File: config.mk
export PLATFORM = sky130hd
export DESIGN_NAME = spi_shift_engine
export DESIGN_NICKNAME = d
export VERILOG_FILES = /design/src/rtl/spi_eng_pkg.sv /design/src/rtl/spi_half_tick.sv /design/src/rtl/spi_bit_shifter.sv /design/src/rtl/spi_shift_engine.sv
export SDC_FILE = /design/constraint.sdc
export NUM_CORES = 1
export LEC_CHECK = 0
export CELL_PAD_IN_SITES_DETAIL_PLACEMENT = 0
export CELL_PAD_IN_SITES_GLOBAL_PLACEMENT = 1
export CORE_ASPECT_RATIO = 1.5
export CORE_UTILIZATION = 32
export DETAILED_ROUTE_END_ITERATION = 8
export GPL_ROUTABILITY_DRIVEN = 0
export PLACE_DENSITY_LB_ADDON = 0.2
export SLEW_MARGIN = 20
export SYNTH_ARGS = -nofsm -noshare
export SYNTH_HDL_FRONTEND = slang
export SYNTH_HIERARCHICAL = 1
export SYNTH_SLANG_ARGS = --single-unit
File: constraint.sdc
create_clock -name clk -period 7.1 [get_ports clk]
set_clock_uncertainty 0.1 [all_clocks]
set_input_delay 0.71 -clock clk [delete_from_list [all_inputs] [get_ports clk]]
set_output_delay 0.71 -clock clk [all_outputs]
set_load 0.05 [all_outputs]
File: src/rtl/spi_eng_pkg.sv
package spi_eng_pkg;
    localparam int DIV_W         = 3;
    localparam int CFG_MASTER    = 0;
    localparam int CFG_CPOL      = 1;
    localparam int CFG_CPHA      = 2;
    localparam int CFG_DIV_LO    = 3;
    localparam int CFG_DIV_HI    = CFG_DIV_LO + DIV_W - 1;
    localparam int CFG_CS_LVL    = 10;
    localparam int CFG_CS_MAN    = 14;
    localparam int CFG_MAN_START = 15;
    localparam int CFG_GO        = 16;

    typedef enum logic [1:0] {
        ST_IDLE  = 2'd0,
        ST_SHIFT = 2'd1,
        ST_PUSH  = 2'd2
    } eng_state_t;
endpackage

File: src/rtl/spi_half_tick.sv
module spi_half_tick #(
    parameter int DIV_W = 3
) (
    input  logic             clk,
    input  logic             rst_n,
    input  logic             run,
    input  logic [DIV_W-1:0] code,
    output logic             tick
);
    localparam int CNT_W = (1 << DIV_W) - 1;

    logic [CNT_W-1:0] cnt;
    logic [CNT_W:0]   span;
    logic [CNT_W-1:0] lim_m1;

    assign span   = {{CNT_W{1'b0}}, 1'b1} << code;
    assign lim_m1 = span[CNT_W-1:0] - CNT_W'(1);
    assign tick   = run && (cnt == lim_m1);

    always_ff @(posedge clk) begin
        if (!rst_n || !run || tick) begin
            cnt <= '0;
        end else begin
            cnt <= cnt + CNT_W'(1);
        end
    end
endmodule

File: src/rtl/spi_bit_shifter.sv
module spi_bit_shifter #(
    parameter int WORD_W = 32
) (
    input  logic              clk,
    input  logic              rst_n,
    input  logic              load,
    input  logic              load_cpha,
    input  logic [WORD_W-1:0] load_word,
    input  logic              edge_tick,
    input  logic              lead,
    input  logic              last,
    input  logic              miso,
    output logic              mosi,
    output logic [WORD_W-1:0] rx_word
);
    logic              cpha_q;
    logic [WORD_W-1:0] tx_sr;
    logic              out_edge;
    logic              in_edge;

    // phase 0: launch on trailing edges, capture on leading ones
    // phase 1: launch on leading edges, capture on trailing ones
    assign out_edge = cpha_q ? lead : (!lead && !last);
    assign in_edge  = cpha_q ? !lead : lead;

    always_ff @(posedge clk) begin
        if (!rst_n) begin
            cpha_q  <= 1'b0;
            tx_sr   <= '0;
            rx_word <= '0;
            mosi    <= 1'b0;
        end else if (load) begin
            cpha_q <= load_cpha;
            if (!load_cpha) begin
                mosi  <= load_word[WORD_W-1];
                tx_sr <= {load_word[WORD_W-2:0], 1'b0};
            end else begin
                tx_sr <= load_word;
            end
        end else if (edge_tick) begin
            if (out_edge) begin
                mosi  <= tx_sr[WORD_W-1];
                tx_sr <= {tx_sr[WORD_W-2:0], 1'b0};
            end
            if (in_edge) begin
                rx_word <= {rx_word[WORD_W-2:0], miso};
            end
        end
    end
endmodule

File: src/rtl/spi_shift_engine.sv
module spi_shift_engine
    import spi_eng_pkg::*;
#(
    parameter int WORD_W = 32,
    parameter int CFG_W  = 32
) (
    input  logic              clk,
    input  logic              rst_n,
    input  logic              eng_en,
    input  logic [CFG_W-1:0]  cfg_word,
    input  logic [WORD_W-1:0] tx_data,
    input  logic              tx_valid,
    output logic              tx_ready,
    output logic [WORD_W-1:0] rx_data,
    output logic              rx_valid,
    output logic              sclk,
    output logic              mosi,
    input  logic              miso,
    output logic              cs_n
);
    localparam int EDGES = 2 * WORD_W;
    localparam int EC_W  = $clog2(EDGES);

    eng_state_t        state, nxt;
    logic              ena;
    logic              man_start;
    logic              armed;
    logic              can_take;
    logic              accept;
    logic              tick;
    logic              last;
    logic [EC_W-1:0]   edge_cnt;
    logic [DIV_W-1:0]  div_q;
    logic              sclk_q;
    logic [CFG_W-1:0]  cfg_bits_unused;

    assign cfg_bits_unused = cfg_word;
    assign ena       = eng_en && cfg_word[CFG_MASTER];
    assign man_start = cfg_word[CFG_MAN_START];
    assign can_take  = ena && (!man_start || armed) &&
                       (state == ST_IDLE || state == ST_PUSH);
    assign accept    = can_take && tx_valid;
    assign last      = (edge_cnt == EC_W'(EDGES - 1));

    spi_half_tick #(.DIV_W(DIV_W)) u_tick (
        .clk   (clk),
        .rst_n (rst_n),
        .run   (state == ST_SHIFT),
        .code  (div_q),
        .tick  (tick)
    );

    spi_bit_shifter #(.WORD_W(WORD_W)) u_shift (
        .clk       (clk),
        .rst_n     (rst_n),
        .load      (accept),
        .load_cpha (cfg_word[CFG_CPHA]),
        .load_word (tx_data),
        .edge_tick (tick),
        .lead      (!edge_cnt[0]),
        .last      (last),
        .miso      (miso),
        .mosi      (mosi),
        .rx_word   (rx_data)
    );

    // state register
    always_ff @(posedge clk) begin
        if (!rst_n) state <= ST_IDLE;
        else        state <= nxt;
    end

    // next state
    always_comb begin
        nxt = state;
        unique case (state)
            ST_IDLE:  if (accept) nxt = ST_SHIFT;
            ST_SHIFT: begin
                if (!ena)              nxt = ST_IDLE;
                else if (tick && last) nxt = ST_PUSH;
            end
            ST_PUSH: begin
                if (!ena)        nxt = ST_IDLE;
                else if (accept) nxt = ST_SHIFT;
                else             nxt = ST_IDLE;
            end
            default: nxt = ST_IDLE;
        endcase
    end

    // outputs
    always_comb begin
        tx_ready = can_take;
        rx_valid = (state == ST_PUSH) && ena;
        sclk     = sclk_q;
        if (cfg_word[CFG_CS_MAN]) cs_n = cfg_word[CFG_CS_LVL];
        else                      cs_n = (state == ST_IDLE);
    end

    // datapath registers
    always_ff @(posedge clk) begin
        if (!rst_n) begin
            armed    <= 1'b0;
            div_q    <= '0;
            edge_cnt <= '0;
            sclk_q   <= 1'b0;
        end else begin
            if (!ena)
                armed <= 1'b0;
            else if (man_start && cfg_word[CFG_GO])
                armed <= 1'b1;
            else if ((state == ST_IDLE || state == ST_PUSH) && !tx_valid)
                armed <= 1'b0;

            if (accept) begin
                div_q    <= cfg_word[CFG_DIV_HI:CFG_DIV_LO];
                edge_cnt <= '0;
                sclk_q   <= cfg_word[CFG_CPOL];
            end else if (state == ST_IDLE || nxt == ST_IDLE) begin
                sclk_q   <= cfg_word[CFG_CPOL];
            end else if (state == ST_SHIFT && tick) begin
                sclk_q   <= ~sclk_q;
                edge_cnt <= edge_cnt + EC_W'(1);
            end
        end
    end
endmodule

==> PnR_summary.wiki <==
{| class="wikitable"
! Metric !! Value
|-
| Outcome || finished clean
|-
| # DRC || 0
|-
| Total number of clock tree sinks || 86
|-
| Highest clock rate || 0.286 GHz
|-
| # Post-CTS Setup Buffers || 0
|-
| Total count of hold-check failures in the final report || 0
|-
| Total half-perimeter wirelength after legalization and detailed placement || 6.71 mm
|-
| Class of the tightest hold or removal check || reg2reg
|-
| Global-route wire length before repair || 17.6 mm
|-
| Sequential share of the synthesized area || 0.378
|-
| Endpoint required time on the critical path || 7270 ps
|-
| Detailed-routing iteration count for the pre-antenna-repair pass || 4
|-
| Via count of the first global-routing pass || 3,782
|-
| Filler cells || 1,401
|-
| CP Launch Type || primary input
|-
| Normalized max-slew margin || 0.312
|-
| Buffer levels on the longest clock path || 2
|-
| CTS root buffer || clkbuf_16
|-
| Top-level port count || ~110
|-
| Largest area contributor in the synthesized netlist || dfxtp_1
|-
| Pin count of the biggest net entering global routing || 105
|-
| Net count after synthesis || 580
|-
| Detailed router's first-iteration violation count || between 100 and 150
|-
| Leakage || 2.12 nW
|-
| Top fanout value on the critical path || 71
|-
| Clock transition at the registers of the reported paths || about 70 ps
|-
| Insertion delay to the later sink of the worst-skew pair || 340 ps
|-
| Initial Util || 0.326
|-
| Fraction of post-synthesis cell area in the top cell type by area || 0.378
|-
| Setup Viol. Count Final || 0
|-
| Mean number of vias per cell || 5.14
|-
| Most area-consuming cells after synthesis || dfxtp_1, mux2i_1, o21ai_0
|-
| Die boundary width || ~100 um
|-
| Residual antenna-violating net count after detailed routing || 0
|-
| Synthesis Warnings || 6
|-
| Top cells by instance count after synthesis || dfxtp_1, o21ai_0, mux2i_1
|-
| Mean instance size in the synthesized netlist || roughly 9 sq um
|-
| Setup slack after layout || 3610 ps
|-
| Number of distinct library cells after synthesis || 52
|-
| Proportion of layout cells with a drive suffix above 1 || 0.0687
|-
| Vias after detailed routing || 3,906
|-
| Core region area || 0.0140 sq mm
|-
| Post-synthesis async set-or-reset flop share || 0
|-
| Synth Register Bits || between 80 and 90
|-
| Setup Crit Path Kind || in2reg
|-
| Unrepaired setup endpoints after global routing || false
|-
| Layout-stage area growth over the synthesis result || 25.6%
|-
| Worst-case vdd ir drop || 0.0000946 V
|-
| Minimum setup slack after placement || 3250 ps
|-
| Die height || 148 um
|-
| Category of the worst setup path capture point || flip-flop
|-
| Post-synth design cell area || 0.00456 sq mm
|-
| Min Clock Period, post-route || 3490 ps
|-
| WP data arrival || 3660 ps
|-
| Number of diodes || 0
|-
| Synthesized instance count || 509
|-
| Area enclosed by the die boundary || 0.0147 sq mm
|-
| Leading register cell type out of synthesis || dfxtp_1
|-
| EDFF count, synth || 0
|-
| # port buffers || 83
|-
| TritonCTS clock tree || yes
|-
| Utilization after layout || 0.409
|-
| Worst Hold Margin || 355 ps
|-
| Post-layout net count || 634
|-
| Resized Gates After CTS || 0
|-
| GR Overflow Total || 0
|-
| Avg WL per Cell || between 10 and 15 um
|-
| Actual transition at the worst max-transition pin || just over 1000 ps
|-
| Post-CTS Hold Fix Bufs || 0
|-
| Maximum level of the CTS H-tree || 3
|-
| Max-Cap Viols || 0
|-
| Most common cell in the synthesized netlist || dfxtp_1
|-
| Power density over cell area || 186 mW/mm^2
|-
| Tot GR Track Use || 0.148
|-
| Number of placement rows || 53
|-
| Final slew viol count || 0
|-
| Fin Setup TNS || 0 ps
|-
| Antenna violations before repair || 0
|-
| Fin crit share || 0.492
|-
| Num CTS Buffers || 9
|-
| Detailed-route wire length || 10.3 mm
|}
## through the flow
stage / instance area [sq um] / instances / power (mW)
floorplan: 4560 / 509 / 0.553
global placement: 5420 / 744 / 0.592
detailed placement: 5420 / 744 / 0.592
CTS: 5720 / 760 / 1.08
global route: 5720 / 760 / 1.12
finish: 5720 / 760 / 1.06
## final timing paths
kind,startpoint,slack [ps],depth (start not counted),endpoint
setup reg to reg,div_q[2],3820,7,u_shift/rx_word[0]
setup / recovery,eng_en,3610,8,u_shift/rx_word[0]
hold / removal,u_shift/tx_sr[22],350,2,u_shift/tx_sr[22]
hold reg to reg,u_shift/tx_sr[22],350,2,u_shift/tx_sr[22]
## critical path: stages
cell and delay (ps):
clkdlybuf4s50_1 590, and3b_2 270, nand3_1 140, inv_2 70, buf_4 510, nand2b_1 880
o21ai_0 220, a21boi_0 200
## layout make-up
cell class                      count  area [sq um]  area share
Inverter                            6          22.5     0.00394
Clock buffer                        9           225      0.0394
Tap cell                          192           240      0.0420
Sequential cell                    86          1720       0.301
Timing Repair Buffer               89           866       0.151
Clock inverter                      7          82.6      0.0144
Multi-Input combinational cell    371          2560       0.448
## power by group
| part | leakage, nW | switching (mW) | internal, mW |
|---|---|---|---|
| sequential | 0.693 | 0.00255 | 0.484 |
| combinational | 1.28 | 0.0476 | 0.0459 |
| clock | 0.144 | 0.207 | 0.277 |
| total | 2.12 | 0.257 | 0.808 |
## cell families after synthesis
logic type | after synthesis | synth area share
AOI/OAI and AO/OA | 174 | 0.250
and+or+nand+nor | 122 | 0.145
DFF | 86 | 0.378
muxes | 63 | 0.138
buffers and inverters | 52 | 0.0601
xor gates and xnor gates | 10 | 0.0225
adders and majority gates | 2 | 0.00549
## layer usage
metal,part of all wire,track usage
met5,0,0
met4,0.018,0.0772
met3,0.031,0.0207
met2,0.51,0.263
met1,0.44,0.170
## cell usage in the layout, fill, tap and decap left out, types with 3 or more instances in the layout
cell type / netlist / final
a211oi_1: 8 / 8
a21boi_0: 21 / 21
a21boi_1: 11 / 11
a21o_1: 31 / 31
a21oi_1: 12 / 12
buf_4: 2 / 6
clkbuf_16: 0 / 9
clkdlybuf4s50_1: 0 / 81
dfxtp_1: 86 / 86
inv_1: 6 / 5
mux2i_1: 63 / 63
nand2_1: 41 / 41
nand3_1: 42 / 42
nand3b_1: 3 / 3
nand4_1: 5 / 5
nor2_1: 7 / 7
nor2b_1: 5 / 4
o21ai_0: 72 / 72
o31ai_1: 8 / 8
xnor2_1: 5 / 5
xor2_1: 3 / 3
## registers in the layout, indices dropped and copies added, names as in the netlist
register,flops
u_shift/mosi,1
u_shift/tx_sr,32
edge_cnt,6
u_tick/cnt,7
state,2
div_q,3
armed,1
u_shift/rx_word,32
u_shift/cpha_q,1
sclk,1
Power figures use the tool's default switching activity.
